===== config.mk =====
export PLATFORM = sky130hd
export DESIGN_NAME = trip_ramp_cal
export DESIGN_NICKNAME = d
export VERILOG_FILES = /design/src/rtl/trip_ramp_cal.sv
export SDC_FILE = /design/constraint.sdc
export NUM_CORES = 1
export LEC_CHECK = 0
export BUFFER_PORTS_ARGS = -buffer_cell sky130_fd_sc_hd__buf_2
export CAP_MARGIN = 20
export CORE_UTILIZATION = 37
export CTS_CLUSTER_SIZE = 25
export DETAILED_ROUTE_END_ITERATION = 16
export HOLD_SLACK_MARGIN = 0.06
export SLEW_MARGIN = 10
export SYNTH_ARGS = -nofsm -noshare
export SYNTH_HDL_FRONTEND = slang
export SYNTH_SLANG_ARGS = --single-unit
export TNS_END_PERCENT = 10

===== constraint.sdc =====
create_clock -name clk -period 3.29 [get_ports clk]
set_input_delay 0.329 -clock clk [delete_from_list [all_inputs] [get_ports clk]]
set_output_delay 0.329 -clock clk [all_outputs]
set_load 0.01 [all_outputs]

===== src/rtl/trip_ramp_cal.sv =====
module trip_ramp_cal #(
  parameter int CODE_W       = 6,
  parameter int PRESCALE     = 500000,
  parameter int SETTLE_TICKS = 16,
  parameter int ZERO_MAX     = 10
) (
  input  logic              clk,
  input  logic              rst_n,
  input  logic              start,
  input  logic              cmp_raw,
  output logic              bias_en,
  output logic [CODE_W-1:0] dac_code,
  output logic [CODE_W-1:0] trip_code,
  output logic              done,
  output logic              limit_en
);
  localparam int PW = $clog2(PRESCALE + 1);
  localparam int SW = $clog2(SETTLE_TICKS + 1);
  localparam logic [CODE_W-1:0] TOP_CODE  = '1;
  localparam logic [CODE_W-1:0] ZERO_CODE = CODE_W'(ZERO_MAX);

  typedef enum logic [1:0] {S_IDLE, S_SETTLE, S_RAMP, S_DONE} st_t;
  st_t st;

  logic [PW-1:0] pre;
  logic [SW-1:0] stl;
  logic          cmp_m, cmp_s, pend;
  logic          busy, tick;

  assign busy    = (st == S_SETTLE) || (st == S_RAMP);
  assign tick    = busy && (pre == PW'(PRESCALE - 1));
  assign bias_en = busy;
  assign done    = (st == S_DONE);

  always_ff @(posedge clk) begin
    if (!rst_n) begin
      cmp_m <= 1'b0;
      cmp_s <= 1'b0;
    end else begin
      cmp_m <= cmp_raw;
      cmp_s <= cmp_m;
    end
  end

  always_ff @(posedge clk) begin
    if (!rst_n || !busy || tick) pre <= '0;
    else                         pre <= pre + 1'b1;
  end

  always_ff @(posedge clk) begin
    if (!rst_n) begin
      st        <= S_IDLE;
      stl       <= '0;
      pend      <= 1'b0;
      dac_code  <= '0;
      trip_code <= '0;
      limit_en  <= 1'b0;
    end else begin
      case (st)
        S_IDLE: if (start) begin
          st       <= S_SETTLE;
          stl      <= '0;
          pend     <= 1'b0;
          dac_code <= '0;
        end
        S_SETTLE: if (tick) begin
          if (stl == SW'(SETTLE_TICKS - 1)) st <= S_RAMP;
          else                              stl <= stl + 1'b1;
        end
        S_RAMP: if (tick) begin
          if (cmp_s) begin
            if (pend) begin
              st        <= S_DONE;
              limit_en  <= 1'b1;
              trip_code <= (dac_code <= ZERO_CODE) ? '0 : dac_code;
            end else begin
              pend <= 1'b1;
            end
          end else begin
            pend <= 1'b0;
            if (dac_code == TOP_CODE) begin
              st        <= S_DONE;
              limit_en  <= 1'b0;
              trip_code <= '0;
            end else begin
              dac_code <= dac_code + 1'b1;
            end
          end
        end
        default: ;
      endcase
    end
  end

  AST_BIAS_BEFORE_DONE: assert property (@(posedge clk) disable iff (!rst_n)
    $rose(done) |-> $past(bias_en));
  AST_RAMP_STEP: assert property (@(posedge clk) disable iff (!rst_n)
    (busy && !$stable(dac_code)) |-> (dac_code == $past(dac_code) + 1'b1));
  AST_CROSS_SEEN: assert property (@(posedge clk) disable iff (!rst_n)
    ($rose(done) && limit_en) |-> $past(cmp_s));
  AST_ZERO_FOLD: assert property (@(posedge clk) disable iff (!rst_n)
    (limit_en && dac_code <= ZERO_CODE) |-> (trip_code == '0));
  AST_NO_CROSS: assert property (@(posedge clk) disable iff (!rst_n)
    (done && !limit_en) |-> (dac_code == TOP_CODE && trip_code == '0));
  AST_LIMIT_ONLY_DONE: assert property (@(posedge clk) disable iff (!rst_n)
    limit_en |-> done);
  AST_DONE_STICKY: assert property (@(posedge clk) disable iff (!rst_n)
    done |=> done);
  AST_HOLD_AFTER_DONE: assert property (@(posedge clk) disable iff (!rst_n)
    done |=> ($stable(dac_code) && $stable(trip_code) && $stable(limit_en)));
endmodule


Word level (Yosys, flattened, before mapping)
Cells that the tools add are included.

$lt $le $gt $ge: 1. Divide/modulo/power cells: 0. Reductions and logical operators: 16. Eq/ne operators: 16. Multipliers: 0. Shift operators: 0. Add/subtract/negate cells: 3. Bitwise operators: 0. Mux-type cells: 28.

Operators with widths (count): $mux W6 (8); $add A19 B1 Y19 const B (1); $eq A19 B19 Y1 const B (1); $mux W5 (3); $mux W2 (7); $ne A2 B2 Y1 const B (6); $pmux W6 S2 (1); $pmux W5 S2 (1); $reduce_and A4 Y1 (2); $reduce_and A7 Y1 (1); $add A6 B1 Y6 const B (1); $eq A6 B6 Y1 const B (1); $le A6 B4 Y1 const B (1); $mux W1 (6); $pmux W2 S3 (1); $reduce_bool A2 Y1 (3); $add A5 B1 Y5 const B (1); $eq A5 B4 Y1 const B (1); $reduce_and A5 Y1 (1); $eq A2 B2 Y1 const B (2); $ne A2 B1 Y1 const B (2); $logic_or A1 B1 Y1 (3); $ne A3 B2 Y1 const B (1); $ne A3 B3 Y1 const B (1); other kinds (7) (8).

Memories: 0. Output and inout bits: 15. Input bits: 4. Latch bits: 0. Memory bits (writable): 0. Bits in registers: 42. ROM bits: 0.

Depth between registers and ports, before layout
Word-level depth: 5. Depth in mapped cells: 8. Mapped depth without buffers: 8.

Worst setup path after synthesis
OpenSTA, ideal clock, no wires.

Kind: reg2reg. Start point: register st[0]. End point: register trip_code[1]. Period minus slack after synthesis: 2.392 ns. Path slack: 0.898 ns. Required time: 3.173 ns. Cell stages (with the launch flop): 9. Path buffers: 1. Arrival time: 2.275 ns. Cells stage by stage: dfxtp_1 inv_1 ha_1 or4bb_1 nor4_4 and2_1 buf_4 a31oi_4 a22o_1.

Word-level cells in the longest chain between the ends: 4. Elaborated cells between the ends (all ways): 5.

Ends and longest elaborated chain: start, declared (line 23) `st_t st;`; start signal, assigned (line 52) `st <= S_IDLE;`; start signal, assigned (line 61) `st <= S_SETTLE;`; start signal, assigned (line 67) `if (stl == SW'(SETTLE_TICKS - 1)) st <= S_RAMP;`; $eq A2 B1 Y1 or $eq A2 B2 Y1 (tied branches) (line 30) `assign busy = (st == S_SETTLE) || (st == S_RAMP);`; $logic_or A1 B1 Y1 (*) (line 30); net bias_en (line 11) `output logic bias_en,`; $logic_and A1 B1 Y1 (*) (line 31) `assign tick = busy && (pre == PW'(PRESCALE - 1));`; $reduce_and A4 Y1 (no line) (*); end signal, assigned (line 75) `trip_code <= (dac_code <= ZERO_CODE) ? '0 : dac_code;`; end, declared (line 13) `output logic [CODE_W-1:0] trip_code,`.

Mark *: on every way through the listed nets, which the timed path passes. The rest lies on a longest branch. A chain may end at the register's enable or synchronous reset.

Worst setup path in the final report
Start point: register st[0]. End point: register trip_code[1].

Word-level cells in the longest chain between the ends: 4. Elaborated cells between the ends (all ways): 5.

Ends and longest elaborated chain (line): $eq A2 B1 Y1 or $eq A2 B2 Y1 (tied branches) (30, 59); $logic_or A1 B1 Y1 (30); $logic_and A1 B1 Y1 (31); $reduce_and A4 Y1 (no line) (*).

Mark *: on every way between the ends. The rest lies on a longest branch, timed or not.

==> run_results.csv <==
group,metric,value,unit
status,status,"finished clean",
detailed_routing,vias,1717,
setup_path,critPathSlowestCell,"or4bb_1",
finish,diodes,0,
floorplan,fp.coreArea,5507,µm²
synth,yosysSeqAreaShare,39.69,%
cts,clock_latency,0.29,ns
global_route,grt_usage,15.45,%
finish,fillers,563,
cts,cts_setup_buffers,0,
sta,final-hold-violation-count,0,
synth,synthesis.area,2118,µm²
detailed_routing,ant_nets,0,
synth,yosysWarnings,0,
synth,synth_nets,246,
place,dp.final_hpwl,3131,µm
global_route,overflow,0,
cts,clockBufferDepth,2,
global_route,grt_pass1_vias,1664,
setup_path,cp.arrival,2.82,ns
sta,post-route-min-period,2.636,ns
synth,synth_top_area_share,39.69,%
floorplan,die_y,77.67,µm
cts,h-tree-depth,2,
sta,setup-tns-final,0,ns
setup_path,path_cells,"inv_1 > ha_1 > or4bb_1 > nor4_4 > and2_1 > a31oi_4 > a22o_1",
detailed_routing,viasPerCell,5.283,
cts,clkTransAtPathRegs,0.08,ns
power_and_ir_drop,leakage,0.8874,nW
synth,synth-edff-count,0,
floorplan,initial_core_util,38.47,%
synth,yosysTopAreaCell,"dfxtp_1",
synth,synthFlopType,"dfxtp_1",
cts,ctsResizeCount,0,
setup_path,path_buf_inv,1,
worst_hold_path,holdCritStartpoint,"cmp_raw",
worst_hold_path,hp-class,"in2reg",
sta,finalCritPeriodShare,80.14,%
setup_path,reg2reg_to,"trip_code[1]",
setup_path,cp.required,3.48,ns
sta,max_slew_margin,58.81,%
synth,synth.area.top_cells,"dfxtp_1 (40%), ha_1 (5.9%), nor2_1 (5.7%)",
cts,hold_buffers,0,
sta,rsz0062_at_grt,"no",
synth,synth_cells,232,
setup_path,crit_type,"reg2reg",
power_and_ir_drop,ir_worst_vdd,0.2124,mV
detailed_routing,drc,0,
finish,multiInputGateArea,1220,µm²
sta,maxSlewViolCount,0,
setup_path,path_delay_family,"simple AND/OR/NAND/NOR gates",
floorplan,std_cell_rows,27,
place,placed_area,2282,µm²
finish,drive_above_1_share,12.65,%
finish,nets,267,
worst_hold_path,whs_endpoint,"cmp_m",
global_route,grt_max_degree,18,
synth,synth.distinct_cells,46,
synth,synth.ff_latch_count,42,
run,maxCapViolations,0,
global_route,grt_pass1_wl,7452,µm
finish,ff_latch_area,840.8,µm²
setup_path,r2r-start,"st[0]",
place,gp_congestion,0.7874,
synth,synth_commonest_cells,"dfxtp_1 (42), nor2_1 (32), nand2_1 (15)",
detailed_routing,wl_per_cell,12.98,µm
finish,area_delta_synth_final,11.52,%
detailed_routing,drtIter0Drc,105,
setup_path,critPathMaxStageDelay,0.46,ns
cts,cts_root_buf,"clkbuf_8",
floorplan,dieArea,6032,µm²
setup_path,end_kind,"flop",
setup_path,critPathLaunchType,"flop",
detailed_routing,routed_wl,4218,µm
floorplan,ios,19,
setup_path,r2r_slack,0.65,ns
worst_hold_path,min_path_cells,2,
sta,whs,0.2477,ns
place,port_buffers,18,
sta,max_freq,379.3,MHz
synth,synthMostInstantiatedCell,"dfxtp_1",
cts,tritoncts,"yes",
finish,finish.utilization,42.90,%
power_and_ir_drop,p_per_area,485.8,nW/µm²
global_route,antenna_found_initial,0,
floorplan,die_w,77.67,µm
sta,setup_viol,0,
sta,worstMarginPinSlew,0.6161,ns
finish,finish.instance_area,2362,µm²
synth,async_reset_ff_share,0,%
setup_path,worst-path-max-fanout,7,
setup_path,r2r_cells,7,
synth,synth_area_per_cell,9.131,µm²
cts,clock-sinks,42,
sta,fin_skew,0.01155,ns
cts,cts_made_buffers,5,
setup_path,cp.depth,7,
detailed_routing,dr.pass1.iters,6,
-- cells by family (layout without fill, tap and decap cells) --
logic type | after synthesis | in the layout | synth area share [%]
simple gates | 112 | 112 | 28.65
flops | 42 | 42 | 39.69
buf+inv | 14 | 35 | 2.717
fa+ha+maj | 10 | 10 | 5.907
xor+xnor | 17 | 17 | 7.029
mux | 5 | 5 | 2.363
compound gates | 32 | 32 | 13.65
-- per-layer routing --
| layer | track usage (%) | routed length (µm) | vias up |
|---|---|---|---|
| met5 | 0 | 0 | - |
| met1 | 18.97 | 2008 | 818 |
| met4 | 3.962 | 36 | 0 |
| met2 | 26.55 | 2013 | 23 |
| met3 | 4.118 | 160 | 4 |
| li1 | - | - | 872 |
-- through the flow --
| stage | power, mW | setup slack (ns) | cells |
|---|---|---|---|
| floorplan | 0.7827 | 0.8985 | 232 |
| global placement | 0.8490 | 0.7778 | 318 |
| detailed placement | 0.8498 | 0.6672 | 318 |
| CTS | 1.166 | 0.6446 | 325 |
| global route | 1.226 | 0.4469 | 325 |
| finish | 1.148 | 0.6535 | 325 |
-- state kept, by name (all words and copies together) (netlist names) --
signal and cells:
pre 19, limit_en 1, cmp_m 1, trip_code 6, stl 5, pend 1, st 2, dac_code 6
cmp_s 1
-- cells in the final DEF (no fill, tap or decap), types with 3 or more instances in the layout --
master	instances
xnor2_1	10
nand2_1	15
nor2b_1	7
nand4_1	11
nor3_1	7
mux2i_1	5
o21ai_0	3
nand2b_1	3
a311oi_1	3
inv_1	9
and3_1	5
a31oi_1	5
ha_1	10
and2_1	8
dfxtp_1	42
clkbuf_8	5
nor2_1	32
a22o_1	6
buf_2	18
nand3_1	11
xor2_1	7
-- area by class of cell --
cell class	count	area share (%)
tap	72	3.814
sequential	42	35.59
multi-input combinational	176	51.64
clock inverter	1	0.3178
timing repair buffer	19	4.131
inverter	9	1.430
clock buffer	6	3.072
-- worst max-delay path by stage --
stage          start  slack, ns            to
6_report       st[0]       0.65  trip_code[1]
5_1_grt        st[1]       0.45       pre[12]
4_1_cts        st[0]       0.64        pre[8]
3_5_place_dp   st[0]       0.67  trip_code[0]
3_3_place_gp   st[0]       0.78  trip_code[3]
2_1_floorplan  st[0]       0.90  trip_code[1]
-- power by group --
group          internal, mW  switching [mW]
sequential            0.529          0.0187
combinational         0.108           0.179
clock                 0.146           0.168
Power figures use the tool's default switching activity.
